$ cat src/rtl/irqd_pkg.sv
package irqd_pkg;
  localparam int ADDR_W = 10;
  localparam int DATA_W = 32;
  localparam int IDX_W  = 5;

  localparam logic [ADDR_W-1:0] OFS_EN_CLR  = 10'h180;
  localparam logic [ADDR_W-1:0] OFS_EN_SET  = 10'h184;
  localparam logic [ADDR_W-1:0] OFS_ASG_CLR = 10'h188;
  localparam logic [ADDR_W-1:0] OFS_ASG_SET = 10'h18C;
  localparam logic [ADDR_W-1:0] OFS_IDENT   = 10'h1A0;
  localparam logic [ADDR_W-1:0] OFS_STALL   = 10'h200;
  localparam logic [ADDR_W-1:0] OFS_CTRL    = 10'h220;

  typedef enum logic [2:0] {
    RD_ZERO, RD_ROUTE, RD_EN, RD_ASG, RD_IDENT, RD_STALL, RD_CTRL
  } rdSel_e;

  typedef struct packed {
    logic              wrRoute;
    logic              enClr;
    logic              enSet;
    logic              asgClr;
    logic              asgSet;
    logic              stallWr;
    logic              ctrlWr;
    logic [IDX_W-1:0]  routeIdx;
    logic [IDX_W-1:0]  coreIdx;
    logic [DATA_W-1:0] wdata;
    rdSel_e            rdSel;
  } strobes_t;
endpackage

$ cat src/rtl/irqd_ctrl.sv
module irqd_ctrl
  import irqd_pkg::*;
#(
  parameter int NUM_CORES = 4,
  parameter int NUM_SRC   = 8
) (
  input  logic                        clk,
  input  logic                        rstN,
  input  logic [NUM_CORES-1:0]        busReq,
  input  logic [NUM_CORES-1:0]        busWe,
  input  logic [NUM_CORES*ADDR_W-1:0] busAddr,
  input  logic [NUM_CORES*DATA_W-1:0] busWdata,
  output logic [NUM_CORES-1:0]        busAck,
  output strobes_t                    stb
);
  logic [NUM_CORES-1:0] grant;
  logic                 found;
  logic                 selWe;
  logic [ADDR_W-1:0]    selAddr;
  logic [DATA_W-1:0]    selWdata;
  logic [IDX_W-1:0]     selIdx;

  // fixed priority: lowest index wins
  always_comb begin
    grant    = '0;
    found    = 1'b0;
    selWe    = 1'b0;
    selAddr  = '0;
    selWdata = '0;
    selIdx   = '0;
    for (int c = 0; c < NUM_CORES; c++) begin
      if (rstN && busReq[c] && !found) begin
        found    = 1'b1;
        grant[c] = 1'b1;
        selIdx   = IDX_W'(c);
        selWe    = busWe[c];
        selAddr  = busAddr[c*ADDR_W +: ADDR_W];
        selWdata = busWdata[c*DATA_W +: DATA_W];
      end
    end
  end

  assign busAck = grant;

  logic isRoute, wrAcc, rdAcc;
  assign isRoute = selAddr < ADDR_W'(NUM_SRC);
  assign wrAcc   = found && selWe;
  assign rdAcc   = found && !selWe;

  always_comb begin
    stb          = '0;
    stb.wdata    = selWdata;
    stb.coreIdx  = selIdx;
    stb.routeIdx = selAddr[IDX_W-1:0];
    stb.wrRoute  = wrAcc && isRoute;
    stb.enClr    = wrAcc && (selAddr == OFS_EN_CLR);
    stb.enSet    = wrAcc && (selAddr == OFS_EN_SET);
    stb.asgClr   = wrAcc && (selAddr == OFS_ASG_CLR);
    stb.asgSet   = wrAcc && (selAddr == OFS_ASG_SET);
    stb.stallWr  = wrAcc && (selAddr == OFS_STALL);
    stb.ctrlWr   = wrAcc && (selAddr == OFS_CTRL);
    stb.rdSel    = RD_ZERO;
    if (rdAcc) begin
      if (isRoute) stb.rdSel = RD_ROUTE;
      else begin
        case (selAddr)
          OFS_EN_CLR:  stb.rdSel = RD_EN;
          OFS_ASG_CLR: stb.rdSel = RD_ASG;
          OFS_IDENT:   stb.rdSel = RD_IDENT;
          OFS_STALL:   stb.rdSel = RD_STALL;
          OFS_CTRL:    stb.rdSel = RD_CTRL;
          default:     stb.rdSel = RD_ZERO;
        endcase
      end
    end
  end

  // at most one grant, only to a requester, core 0 never waits
  p_ack_onehot_r11: assert property (@(posedge clk) disable iff (!rstN)
    $onehot0(busAck));
  p_ack_subset_r11: assert property (@(posedge clk) disable iff (!rstN)
    (busAck & ~busReq) == '0);
  p_core0_first_r11: assert property (@(posedge clk) disable iff (!rstN)
    busReq[0] |-> busAck[0]);
  p_some_grant_r11: assert property (@(posedge clk) disable iff (!rstN)
    (busReq != '0) |-> (busAck != '0));
  // a routing write never targets a missing source
  p_route_in_range_r10: assert property (@(posedge clk) disable iff (!rstN)
    stb.wrRoute |-> (32'(stb.routeIdx) < NUM_SRC));
endmodule

$ cat src/rtl/irqd_datapath.sv
module irqd_datapath
  import irqd_pkg::*;
#(
  parameter int NUM_CORES = 4,
  parameter int NUM_LINES = 7,
  localparam int NUM_SRC  = NUM_LINES + 1,
  localparam int IRQ_W    = NUM_SRC + 2
) (
  input  logic                       clk,
  input  logic                       rstN,
  input  strobes_t                   stb,
  input  logic [NUM_LINES-1:0]       extLevel,
  input  logic [NUM_CORES*3-1:0]     ipiVec,
  output logic [DATA_W-1:0]          rdWord,
  output logic [NUM_CORES*IRQ_W-1:0] coreIrq,
  output logic [NUM_CORES-1:0]       coreStall
);
  logic [NUM_CORES-1:0] routeReg [NUM_SRC];
  logic [NUM_SRC-1:0]   enMask, asgMask, srcLive, wSrc;
  logic [NUM_CORES-1:0] stallReg, ctrlReg, wCore;
  logic [IRQ_W-1:0]     irqReg  [NUM_CORES];
  logic [IRQ_W-1:0]     nextIrq [NUM_CORES];
  logic                 unusedWdata;

  assign wSrc        = stb.wdata[NUM_SRC-1:0];
  assign wCore       = stb.wdata[NUM_CORES-1:0];
  assign unusedWdata = ^stb.wdata;

  always_ff @(posedge clk) begin
    if (!rstN) begin
      enMask   <= '1;
      asgMask  <= '0;
      stallReg <= ~NUM_CORES'(1);
      ctrlReg  <= '0;
      for (int s = 0; s < NUM_SRC; s++) routeReg[s] <= NUM_CORES'(1);
    end else begin
      if (stb.enClr)   enMask  <= enMask & ~wSrc;
      if (stb.enSet)   enMask  <= enMask | wSrc;
      if (stb.asgClr)  asgMask <= asgMask & ~wSrc;
      if (stb.asgSet)  asgMask <= asgMask | wSrc;
      if (stb.stallWr) stallReg <= wCore;
      for (int c = 0; c < NUM_CORES; c++)
        if (stb.ctrlWr && stb.coreIdx == IDX_W'(c)) ctrlReg[c] <= stb.wdata[0];
      for (int s = 0; s < NUM_SRC; s++)
        if (stb.wrRoute && stb.routeIdx == IDX_W'(s)) routeReg[s] <= wCore;
    end
  end

  // source 0 has no physical line
  assign srcLive = ({extLevel, 1'b0} & enMask) | asgMask;

  always_comb begin
    for (int c = 0; c < NUM_CORES; c++) begin
      nextIrq[c] = IRQ_W'(ipiVec[c*3 +: 3]);
      for (int s = 0; s < NUM_SRC; s++)
        if (srcLive[s] && routeReg[s][c]) nextIrq[c][s+2] = 1'b1;
    end
  end

  always_ff @(posedge clk) begin
    for (int c = 0; c < NUM_CORES; c++)
      irqReg[c] <= rstN ? nextIrq[c] : '0;
  end

  for (genvar c = 0; c < NUM_CORES; c++) begin : g_out
    assign coreIrq[c*IRQ_W +: IRQ_W] = irqReg[c];
  end
  assign coreStall = stallReg;

  always_comb begin
    rdWord = '0;
    case (stb.rdSel)
      RD_ROUTE:
        for (int s = 0; s < NUM_SRC; s++)
          if (stb.routeIdx == IDX_W'(s)) rdWord = DATA_W'(routeReg[s]);
      RD_EN:    rdWord = DATA_W'(enMask);
      RD_ASG:   rdWord = DATA_W'(asgMask);
      RD_IDENT: rdWord = (DATA_W'(NUM_CORES - 1) << 18) | DATA_W'(stb.coreIdx);
      RD_STALL: rdWord = DATA_W'(stallReg);
      RD_CTRL:
        for (int c = 0; c < NUM_CORES; c++)
          if (stb.coreIdx == IDX_W'(c)) rdWord = DATA_W'(ctrlReg[c]);
      default:  rdWord = '0;
    endcase
  end

  // write-one set and clear
  p_en_clear_r2: assert property (@(posedge clk) disable iff (!rstN)
    stb.enClr |=> (enMask & $past(wSrc)) == '0);
  p_en_set_r2: assert property (@(posedge clk) disable iff (!rstN)
    stb.enSet |=> (enMask & $past(wSrc)) == $past(wSrc));
  p_asg_clear_r3: assert property (@(posedge clk) disable iff (!rstN)
    stb.asgClr |=> (asgMask & $past(wSrc)) == '0);
  p_asg_set_r3: assert property (@(posedge clk) disable iff (!rstN)
    stb.asgSet |=> (asgMask & $past(wSrc)) == $past(wSrc));
  // stall output follows the written word
  p_stall_write_r8: assert property (@(posedge clk) disable iff (!rstN)
    stb.stallWr |=> coreStall == $past(wCore));

  for (genvar s = 0; s < NUM_SRC; s++) begin : g_chk_src
    // routing word stores the written core mask
    p_route_write_r1: assert property (@(posedge clk) disable iff (!rstN)
      (stb.wrRoute && stb.routeIdx == IDX_W'(s)) |=> routeReg[s] == $past(wCore));
    for (genvar c = 0; c < NUM_CORES; c++) begin : g_chk_core
      // asserted source reaches its core regardless of enable
      p_asg_bypass_r5: assert property (@(posedge clk) disable iff (!rstN)
        (asgMask[s] && routeReg[s][c]) |=> coreIrq[c*IRQ_W + s + 2]);
    end
  end

  for (genvar c = 0; c < NUM_CORES; c++) begin : g_chk_ctrl
    // only bit 0 of the data is kept, only for the writer
    p_ctrl_bit0_r9: assert property (@(posedge clk) disable iff (!rstN)
      (stb.ctrlWr && stb.coreIdx == IDX_W'(c)) |=> ctrlReg[c] == $past(stb.wdata[0]));
  end
endmodule

$ cat src/rtl/irq_distributor.sv
module irq_distributor
  import irqd_pkg::*;
#(
  parameter int NUM_CORES = 4,
  parameter int NUM_LINES = 7
) (
  input  logic                                 clk,
  input  logic                                 rstN,
  input  logic [NUM_LINES-1:0]                 extLevel,
  input  logic [NUM_CORES*3-1:0]               ipiVec,
  input  logic [NUM_CORES-1:0]                 busReq,
  input  logic [NUM_CORES-1:0]                 busWe,
  input  logic [NUM_CORES*10-1:0]              busAddr,
  input  logic [NUM_CORES*32-1:0]              busWdata,
  output logic [NUM_CORES-1:0]                 busAck,
  output logic [31:0]                          busRdata,
  output logic [NUM_CORES*(NUM_LINES+3)-1:0]   coreIrq,
  output logic [NUM_CORES-1:0]                 coreStall
);
  localparam int NUM_SRC = NUM_LINES + 1;

  strobes_t stb;

  irqd_ctrl #(.NUM_CORES(NUM_CORES), .NUM_SRC(NUM_SRC)) u_ctrl (
    .clk(clk), .rstN(rstN), .busReq(busReq), .busWe(busWe),
    .busAddr(busAddr), .busWdata(busWdata), .busAck(busAck), .stb(stb)
  );

  irqd_datapath #(.NUM_CORES(NUM_CORES), .NUM_LINES(NUM_LINES)) u_dp (
    .clk(clk), .rstN(rstN), .stb(stb), .extLevel(extLevel), .ipiVec(ipiVec),
    .rdWord(busRdata), .coreIrq(coreIrq), .coreStall(coreStall)
  );
endmodule

$ cat config.mk
export PLATFORM = sky130hd
export DESIGN_NAME = irq_distributor
export DESIGN_NICKNAME = d
export VERILOG_FILES = /design/src/rtl/irqd_pkg.sv /design/src/rtl/irqd_ctrl.sv /design/src/rtl/irqd_datapath.sv /design/src/rtl/irq_distributor.sv
export SDC_FILE = /design/constraint.sdc
export NUM_CORES = 1
export LEC_CHECK = 0
export ABC_AREA = 0
export BUFFER_PORTS_ARGS = -buffer_cell sky130_fd_sc_hd__buf_2
export CAP_MARGIN = 20
export CORE_AREA = 2 2 106 108
export CTS_BUF_LIST = sky130_fd_sc_hd__clkbuf_8
export CTS_CLUSTER_DIAMETER = 200
export DETAILED_ROUTE_END_ITERATION = 10
export DIE_AREA = 0 0 108 110
export HOLD_SLACK_MARGIN = 0.08
export PLACE_DENSITY_LB_ADDON = 0.05
export RECOVER_POWER = 25
export SETUP_SLACK_MARGIN = 0.3
export SLEW_MARGIN = 20
export SYNTH_ARGS = -nofsm -noshare
export SYNTH_HDL_FRONTEND = slang
export SYNTH_SLANG_ARGS = --single-unit
export TNS_END_PERCENT = 1
$ cat constraint.sdc
create_clock -name clk -period 14.8 [get_ports clk]
set_clock_uncertainty 0.15 [all_clocks]
set_input_delay 4.44 -clock clk [delete_from_list [all_inputs] [get_ports clk]]
set_output_delay 4.44 -clock clk [all_outputs]
set_load 0.005 [all_outputs]
# Yosys cells after proc, flatten, opt, wreduce, memory -nomap -nowiden
# Memory sizes are Yosys's and may differ from the RTL's.
# Index checks and enable logic that the tools add are counted.
# Widths: inputs -> output; s select.
[totals]
register_bits = 24
mem_bits_rw = 72
input_bits = 197
output_inout_bits = 80
wordCells = 227
memories = 2
[mem_list]
columns = ["memory", "words", "width", "read_ports", "rd_ports_with_merged_regs", "write_ports", "line_no", "source"]
rows = [
  ["u_dp.irqReg", 4, 10, 4, 0, 4, "irqd_datapath.sv:21", "logic [IRQ_W-1:0] irqReg [NUM_CORES];"],
  ["u_dp.routeReg", 8, 4, 8, 0, 8, "irqd_datapath.sv:18", "logic [NUM_CORES-1:0] routeReg [NUM_SRC];"],
]
[classes]
n_lt_le_gt_ge = 1
eq_ne = 23
mux = 111
n_bitwise = 15
n_reduce_logical = 68
[op_table]
columns = ["operator", "n"]
rows = [
  ["$pmux 32 s6", 1],
  ["$mux 10", 8],
  ["$mux 1", 73],
  ["$mux 4", 16],
  ["$mux 8", 8],
  ["$logic_and 1x1->1", 60],
  ["$eq 10x9->1 const B", 5],
  ["$and 8x8->8", 3],
  ["$or 8x8->8", 3],
  ["$eq 10x10->1 const B", 2],
  ["$eq 5x3->1 const B", 4],
  ["$pmux 3 s5", 1],
  ["$eq 5x2->1 const B", 2],
  ["$logic_not 5->1", 2],
  ["$lt 10x4->1 const B", 1],
  ["$eq 3x3->1 const B", 3],
  ["$not 8->8", 1],
  ["$or 1x1->1", 8],
  ["$eq 3x2->1 const B", 2],
  ["$mux 3", 2],
  ["$eq 5x1->1 const B", 1],
  ["$eq 2x2->1 const B", 2],
  ["$logic_not 1->1", 4],
  ["$mux 2", 2],
  ["other kinds (3)", 4],
]

# Longest topological paths before layout
# Gate-level depths: netlist (run 1).
[logic_depth]
word_depth = 21
ltp_mapped = 13
depth_no_buf = 9

# Hierarchy
# Synthesis (run 1) repeated with hierarchy kept, for this count alone.
[hier_totals]
hier_cells = 631
area_unflattened_um2 = 5479.0
[modules_own_cells]
columns = ["module", "n_inst", "cells_per_inst", "area_each_um2", "seq_area_each_um2"]
rows = [
  ["irqd_datapath", 1, 400, 4083.9, 2242.2],
  ["irqd_ctrl", 1, 231, 1395.1, 0.0],
]

# Worst setup path after synthesis (run 1)
# OpenSTA, ideal clock, no wires.
[synth_path]
path_type = "input to output"
start = "in busReq[0]"
end = "out busRdata[1]"
arrival_time_ns = 6.809
t_required_ns = 10.210
path_slack_ns = 3.401
stages = 10
path_buffers = 2
path_cell_list = "or3b_1 buf_6 o221ai_2 o21ai_1 or3_1 buf_6 or4_4 and3_4 or3b_1 nand4_1"
[synth_via]
elab_chain_cells = 21
word_cells_on_any_way = 55
cone_classes = "1 x order compare; 18 x eq/ne; 26 x mux; 10 x reduce/logical"
[synth_lines]
columns = ["item", "line_no", "source"]
rows = [
  ["start, declared", "irq_distributor.sv:11", "input logic [NUM_CORES-1:0] busReq,"],
  ["$logic_and 1x1->1 (*)", "irqd_ctrl.sv:32", "if (rstN && busReq[c] && !found) begin"],
  ["$mux 1", "irqd_ctrl.sv:32", ""],
  ["$logic_not 1->1", "irqd_ctrl.sv:32", ""],
  ["$logic_and 1x1->1", "irqd_ctrl.sv:32", ""],
  ["$mux 1", "irqd_ctrl.sv:32", ""],
  ["$logic_not 1->1", "irqd_ctrl.sv:32", ""],
  ["$logic_and 1x1->1", "irqd_ctrl.sv:32", ""],
  ["$mux 1", "irqd_ctrl.sv:32", ""],
  ["$logic_not 1->1", "irqd_ctrl.sv:32", ""],
  ["$logic_and 1x1->1", "irqd_ctrl.sv:32", ""],
  ["$mux 10", "irqd_ctrl.sv:32", ""],
  ["$logic_not 5->1", "irqd_datapath.sv:75", "if (stb.routeIdx == IDX_W'(s)) rdWord = DATA_W'(routeReg[s]);"],
  ["$mux 4 (8 in a row)", "irqd_datapath.sv:75", ""],
  ["$pmux 32 s6 (*)", "irqd_datapath.sv:72", "case (stb.rdSel)"],
  ["end, declared", "irq_distributor.sv:16", "output logic [31:0] busRdata,"],
]
# Every way passes the cells marked *; elsewhere a longest branch is shown, timed or not.

# Worst setup path after layout (run 1)
[layout_path]
start = "in rstN"
end = "out busRdata[0]"
[layout_via]
elab_chain_cells = 21
word_cells_on_any_way = 67
cone_classes = "1 x order compare; 21 x eq/ne; 31 x mux; 14 x reduce/logical"
[layout_lines]
columns = ["item", "line_no", "source"]
rows = [
  ["start, declared", "irq_distributor.sv:8", "input logic rstN,"],
  ["$logic_and 1x1->1", "irqd_ctrl.sv:32", ""],
  ["$mux 1", "irqd_ctrl.sv:32", ""],
  ["$logic_not 1->1", "irqd_ctrl.sv:32", ""],
  ["$logic_and 1x1->1", "irqd_ctrl.sv:32", ""],
  ["$mux 1", "irqd_ctrl.sv:32", ""],
  ["$logic_not 1->1", "irqd_ctrl.sv:32", ""],
  ["$logic_and 1x1->1", "irqd_ctrl.sv:32", ""],
  ["$mux 1", "irqd_ctrl.sv:32", ""],
  ["$logic_not 1->1", "irqd_ctrl.sv:32", ""],
  ["$logic_and 1x1->1", "irqd_ctrl.sv:32", ""],
  ["$mux 10", "irqd_ctrl.sv:32", ""],
  ["$logic_not 5->1", "irqd_datapath.sv:75", ""],
  ["$mux 4 (8 in a row)", "irqd_datapath.sv:75", ""],
  ["$pmux 32 s6 (*)", "irqd_datapath.sv:72", ""],
]
# Marked as above.

==> results.py, run 1 <==
metrics = {
    "run_status": {
        "outcome": "finished clean",
    },
    "synth": {
        "ys_top_cells_by_area": "dfxtp_1, edfxtp_1, nand2_1",
        "async_reset_ff_share_pct": 0,
        "synth_top_flop_cell": "dfxtp_1",
        "synth_commonest_cells": "nand2_1, dfxtp_1, nor2_1, and2_1, edfxtp_1",
        "synth-simple-area-share_pct": 25.1,
        "synth-compound-area-share_pct": 16.0,
        "synth_area_sq_um": 4880,
        "synth_top_family_by_area": "simple AND/OR/NAND/NOR gates",
        "yosysMostFrequentCell": "nand2_1",
        "netlist_instances": 532,
        "synth_xor_xnor_area_share_pct": 0,
        "ys_ff_latch": 96,
        "post_synth_num_cell_types": 64,
        "yosys.area.top_type": "dfxtp_1",
        "synth_area_per_cell_sq_um": 9.17,
        "yosysSeqAreaShare_pct": 46.0,
        "synth_mux_area_share_pct": 5.36,
        "synth_edf_count": 32,
        "synth_fa_ha_area_share_pct": 0,
        "yosysTopAreaCellShare_pct": 26.3,
        "synth_warnings": 0,
    },
    "critical_path": {
        "cp.arrival_ns": 8.21,
        "crit_required_ns": 10.21,
        "worstSetupStartpointType": "input port",
        "setup.worst_path.class": "input port to output port",
        "critPathMaxFanout": 47,
        "end_kind": "output port",
    },
    "detailed_routing": {
        "routed_wirelength_um": 14000,
        "drtPass1Iterations": 7,
        "vias_per_cell": 5.53,
        "postRouteAntennaNets": 0,
        "wire_per_inst_um": 17.0,
        "vias": 4533,
        "drc": 0,
        "drt_iter0_markers": 324,
    },
    "clock_tree": {
        "clock_path_buffers": 2,
        "post_cts_buffers": 0,
        "clk_pin_slew_ns": 0.09,
        "hold_buffers": 0,
        "insertion_delay_ns": 0.36,
        "numCtsBuffers": 9,
        "clock_sink_count": 96,
        "cts_htree_levels": 3,
        "cts_tree": "built",
        "cts-root-buf": "clkbuf_8",
        "ctsResizeCount": 0,
    },
    "timing": {
        "fmax_mhz": 78.1,
        "slew_headroom_pct": 24.4,
        "finalCritPeriodShare_pct": 86.5,
        "final_hold_viol_count": 0,
        "tightest_slew_ns": 1.13,
        "whs_ns": 0.325,
        "min_period_ns": 12.80,
        "setup_viol": 0,
        "setup-tns-final_ns": 0,
        "drv_slew": 0,
        "rsz0062_at_grt": "no",
    },
    "floorplanning": {
        "coreArea_sq_um": 10700,
        "pin_count": 277,
        "die_area_sq_um": 11900,
        "fp.dieW_um": 108,
        "die_h_um": 110,
        "std_cell_rows": 38,
        "start_util_pct": 45.6,
    },
    "cells_and_area": {
        "drive_gt1_share_pct": 25.4,
        "fin_cells": 820,
        "areaGrowthSynthToFinish_pct": 19.1,
        "n_antenna_cell": 0,
        "nets": 872,
    },
    "hold_path": {
        "min_path_type": "flip-flop to flip-flop",
    },
    "power_and_ir_drop": {
        "ir_drop_v": 0.0000529,
        "p_leak_nw": 2.52,
        "p_per_area_nw_per_um2": 92.5,
    },
    "global_routing": {
        "grt_pass1_wl_um": 21300,
        "grt_use_total_pct": 23.4,
        "antenna_found_initial": 1,
        "overflow": 0,
        "grt_max_degree": 48,
        "first_global_vias": 4102,
    },
    "placement": {
        "dpl.cell_count": 804,
        "gp_congestion": 0.934,
        "dp_hpwl_um": 10600,
        "placement.io_buffers": 158,
    },
    "flow_run": {
        "maxCapViolCount": 0,
    },
}
## cells in the final DEF (no fill, tap or decap), types with 6 or more instances in the layout
cell        n
a21oi_1    22
a222oi_1    6
a22o_1      6
and2_1     34
buf_2     138
clkbuf_1   20
clkbuf_8    9
conb_1     22
dfxtp_1    64
edfxtp_1   32
inv_1      15
mux2i_1    16
nand2_1    67
nand2b_1   10
nand3_1    21
nand4_1     6
nor2_1     53
nor3_1      8
nor4_1      6
o211ai_1    9
o21ai_0    16
o21ai_1     6
## worst paths after layout
check                           slack [ns]           endpoint           startpoint  cells after the start
worst max-delay path                  2.00        busRdata[0]                 rstN                      9
worst min register to register        0.32  u_dp.irqReg[1][6]  u_dp.routeReg[1][1]                      1
worst max register to register       13.56  u_dp.irqReg[0][7]            flip-flop                      3
worst min-delay path                  0.32  u_dp.irqReg[1][6]  u_dp.routeReg[1][1]                      1
## layer usage
| metal | GRT usage [%] | up-vias | wire length [um] |
|---|---|---|---|
| met2 | 36.9 | 250 | 6330 |
| li1 | - | 2164 | - |
| met4 | 6.78 | 2 | 202 |
| met3 | 5.29 | 17 | 1190 |
| met1 | 32.5 | 2100 | 6230 |
| met5 | 0 | - | 13 |
## cells by family (layout without fill, tap and decap cells)
logic type,Yosys count,in the layout
multiplexers,22,22
flip-flops,96,96
other,1,22
AO/OA/AOI/OAI,109,109
buffers and inverters,66,193
AND/OR/NAND/NOR,238,238
## worst max-delay path, stage by stage
cell	delay, ns
buf_2	0.68
nand3_1	0.23
o21ai_2	0.79
nand3_1	0.33
or2_2	0.39
nor4_1	0.80
a22oi_1	0.21
o211ai_1	0.17
buf_2	0.16
## power by group
group	internal, mW	switching [mW]	total, mW	leakage (nW)
Combinational	0.0328	0.0521	0.0849	1.60
Clock	0.0766	0.0884	0.165	0.0955
Sequential	0.283	0.00422	0.287	0.833
Total	0.392	0.145	0.537	2.52
## stage by stage
step                total power, mW  worst slack, ns  util, %  cell area (sq um)
finish                        0.537             2.00     54.3               5810
global route                  0.559             1.80     54.3               5810
CTS                           0.539             2.11     54.5               5830
detailed placement            0.378             2.12     52.8               5650
global placement              0.377             2.10     52.8               5650
floorplan                     0.346             3.40        -               4960
## cell type report
type                    count  area, sq um
repair buffers            163          803
fillers                  1002         4890
flip-flops and latches     96         2240
clock inverters             7         65.1
multi-input cells         391         2350
clock buffers               9          124
well taps                 140          175
inverters                  14         52.6
Note: power is estimated with default switching activity, not from simulation.
==> inputs of run 2 (changes only) <==
- CORE_AREA: 2 2 106 108 -> 10 10 111 113
- DIE_AREA: 0 0 108 110 -> 0 0 121 123
- MAX_ROUTING_LAYER: not set -> met4
==> run 2 against run 1 <==
Clock power up 15%. Final cell count shrank 0.37%. Non-clock buffer count rose by 1. Flip-flop and latch count unchanged.
==> results.py, run 2 (synthesis gave the netlist of run 1 again) <==
metrics = {
    "global_routing": {
        "antenna_found_initial": 0,
        "first_global_vias": 4597,
        "grt_max_degree": 48,
        "grt_use_total_pct": 21.1,
        "overflow": 0,
        "grt_pass1_wl_um": 24200,
    },
    "floorplanning": {
        "pin_count": 277,
        "die_area_sq_um": 14900,
        "fp.dieW_um": 121,
        "die_h_um": 123,
        "std_cell_rows": 37,
        "coreArea_sq_um": 10100,
        "start_util_pct": 48.1,
    },
    "placement": {
        "dp_hpwl_um": 12200,
        "placement.io_buffers": 158,
        "preCtsSetupSlack_ns": 1.61,
        "gp_congestion": 0.926,
    },
    "clock_tree": {
        "insertion_delay_ns": 0.36,
        "post_cts_buffers": 0,
        "numCtsBuffers": 9,
        "clock_sink_count": 96,
        "clk_pin_slew_ns": 0.10,
        "ctsResizeCount": 0,
        "cts_tree": "built",
        "hold_buffers": 0,
        "cts_htree_levels": 3,
        "cts-root-buf": "clkbuf_8",
        "clock_path_buffers": 2,
    },
    "cells_and_area": {
        "areaGrowthSynthToFinish_pct": 19.6,
        "drive_gt1_share_pct": 23.6,
        "n_antenna_cell": 0,
        "nets": 873,
        "layout_commonest_cell": "buf_2",
        "final_cell_mix": "buf_2, nand2_1, dfxtp_1, nor2_1, clkbuf_1",
        "utilization_pct": 57.5,
    },
    "critical_path": {
        "end_kind": "output port",
        "worstSetupStartpointType": "input port",
        "cp.arrival_ns": 8.69,
        "setup.worst_path.class": "input port to output port",
        "critPathMaxFanout": 47,
        "crit_required_ns": 10.21,
        "crit_start": "rstN",
        "rr_worst_depth": 3,
    },
    "timing": {
        "drv_slew": 0,
        "rsz0062_at_grt": "no",
        "final_hold_viol_count": 0,
        "finalWorstSetupSlack_ns": 1.52,
        "tightest_slew_ns": 0.992,
        "finalCritPeriodShare_pct": 89.7,
        "slew_headroom_pct": 33.3,
        "min_period_ns": 13.28,
        "fmax_mhz": 75.3,
        "setup_viol": 0,
        "setup-tns-final_ns": 0,
    },
    "power_and_ir_drop": {
        "ir_drop_v": 0.0000647,
        "p_leak_nw": 2.48,
        "power_uw": 564,
        "p_per_area_nw_per_um2": 96.8,
    },
    "detailed_routing": {
        "wire_per_inst_um": 19.2,
        "vias": 4491,
        "routed_wirelength_um": 15700,
        "postRouteAntennaNets": 0,
        "drtPass1Iterations": 5,
        "drt_iter0_markers": 253,
        "vias_per_cell": 5.50,
        "drc": 0,
    },
    "run_status": {
        "outcome": "finished clean",
    },
    "hold_path": {
        "hp-start": "u_dp.routeReg[1][1]",
        "hold_path_depth": 1,
        "min_path_type": "flip-flop to flip-flop",
    },
    "flow_run": {
        "maxCapViolCount": 0,
    },
}
[run 2: cell types whose count changed in the layout (fill, tap and decap cells not counted), sizes merged]
cell / previous run / this run
buf: 143 / 127
bufinv: 1 / 2
clkbuf: 29 / 46
clkinvlp: 2 / 1
[run 2: worst max-delay path, stage by stage]
cell	delay, ns
buf_2	0.66
nand3_1	0.64
o21ai_2	0.85
nand3_1	0.32
or2_2	0.38
nor4_1	0.78
a22oi_1	0.21
o211ai_1	0.20
buf_2	0.17
[run 2: area by class of cell]
| cell class | count | area (sq um) |
|---|---|---|
| fillers | 939 | 4310 |
| multi-input cells | 391 | 2360 |
| flip-flops and latches | 96 | 2240 |
| repair buffers | 164 | 790 |
| well taps | 136 | 170 |
| clock buffers | 9 | 124 |
| clock inverters | 7 | 96.3 |
| inverters | 14 | 52.6 |
[run 2: routing by layer]
layer | GRT usage [%] | vias to the layer above | wire, um
li1 | - | 2159 | -
met1 | 26.3 | 2113 | 7050
met2 | 33.2 | 200 | 7230
met3 | 5.01 | 19 | 1150
met4 | 6.94 | 0 | 276
met5 | - | - | 0
[run 2: stage by stage]
stage / instance area (sq um) / std cells / hold slack, ns
detailed placement: 5660 / 801 / 0.307
global route: 5830 / 817 / 0.364
CTS: 5880 / 817 / 0.329
floorplan: 4960 / 553 / 0.292
global placement: 5650 / 801 / 0.304
finish: 5830 / 817 / 0.324
[run 2: path summary, 6_finish.rpt]
path | to | slack [ns]
max reg2reg | u_dp.irqReg[0][3] | 13.65
max | busRdata[0] | 1.52
min | u_dp.irqReg[1][6] | 0.32
min reg2reg | u_dp.irqReg[1][6] | 0.32
[run 2: report_power, final]
| group | leakage [nW] | internal [mW] | total, mW | switching, mW |
|---|---|---|---|---|
| logic | 1.54 | 0.0330 | 0.0867 | 0.0537 |
| registers | 0.833 | 0.283 | 0.287 | 0.00444 |
| clock network | 0.113 | 0.0958 | 0.190 | 0.0946 |
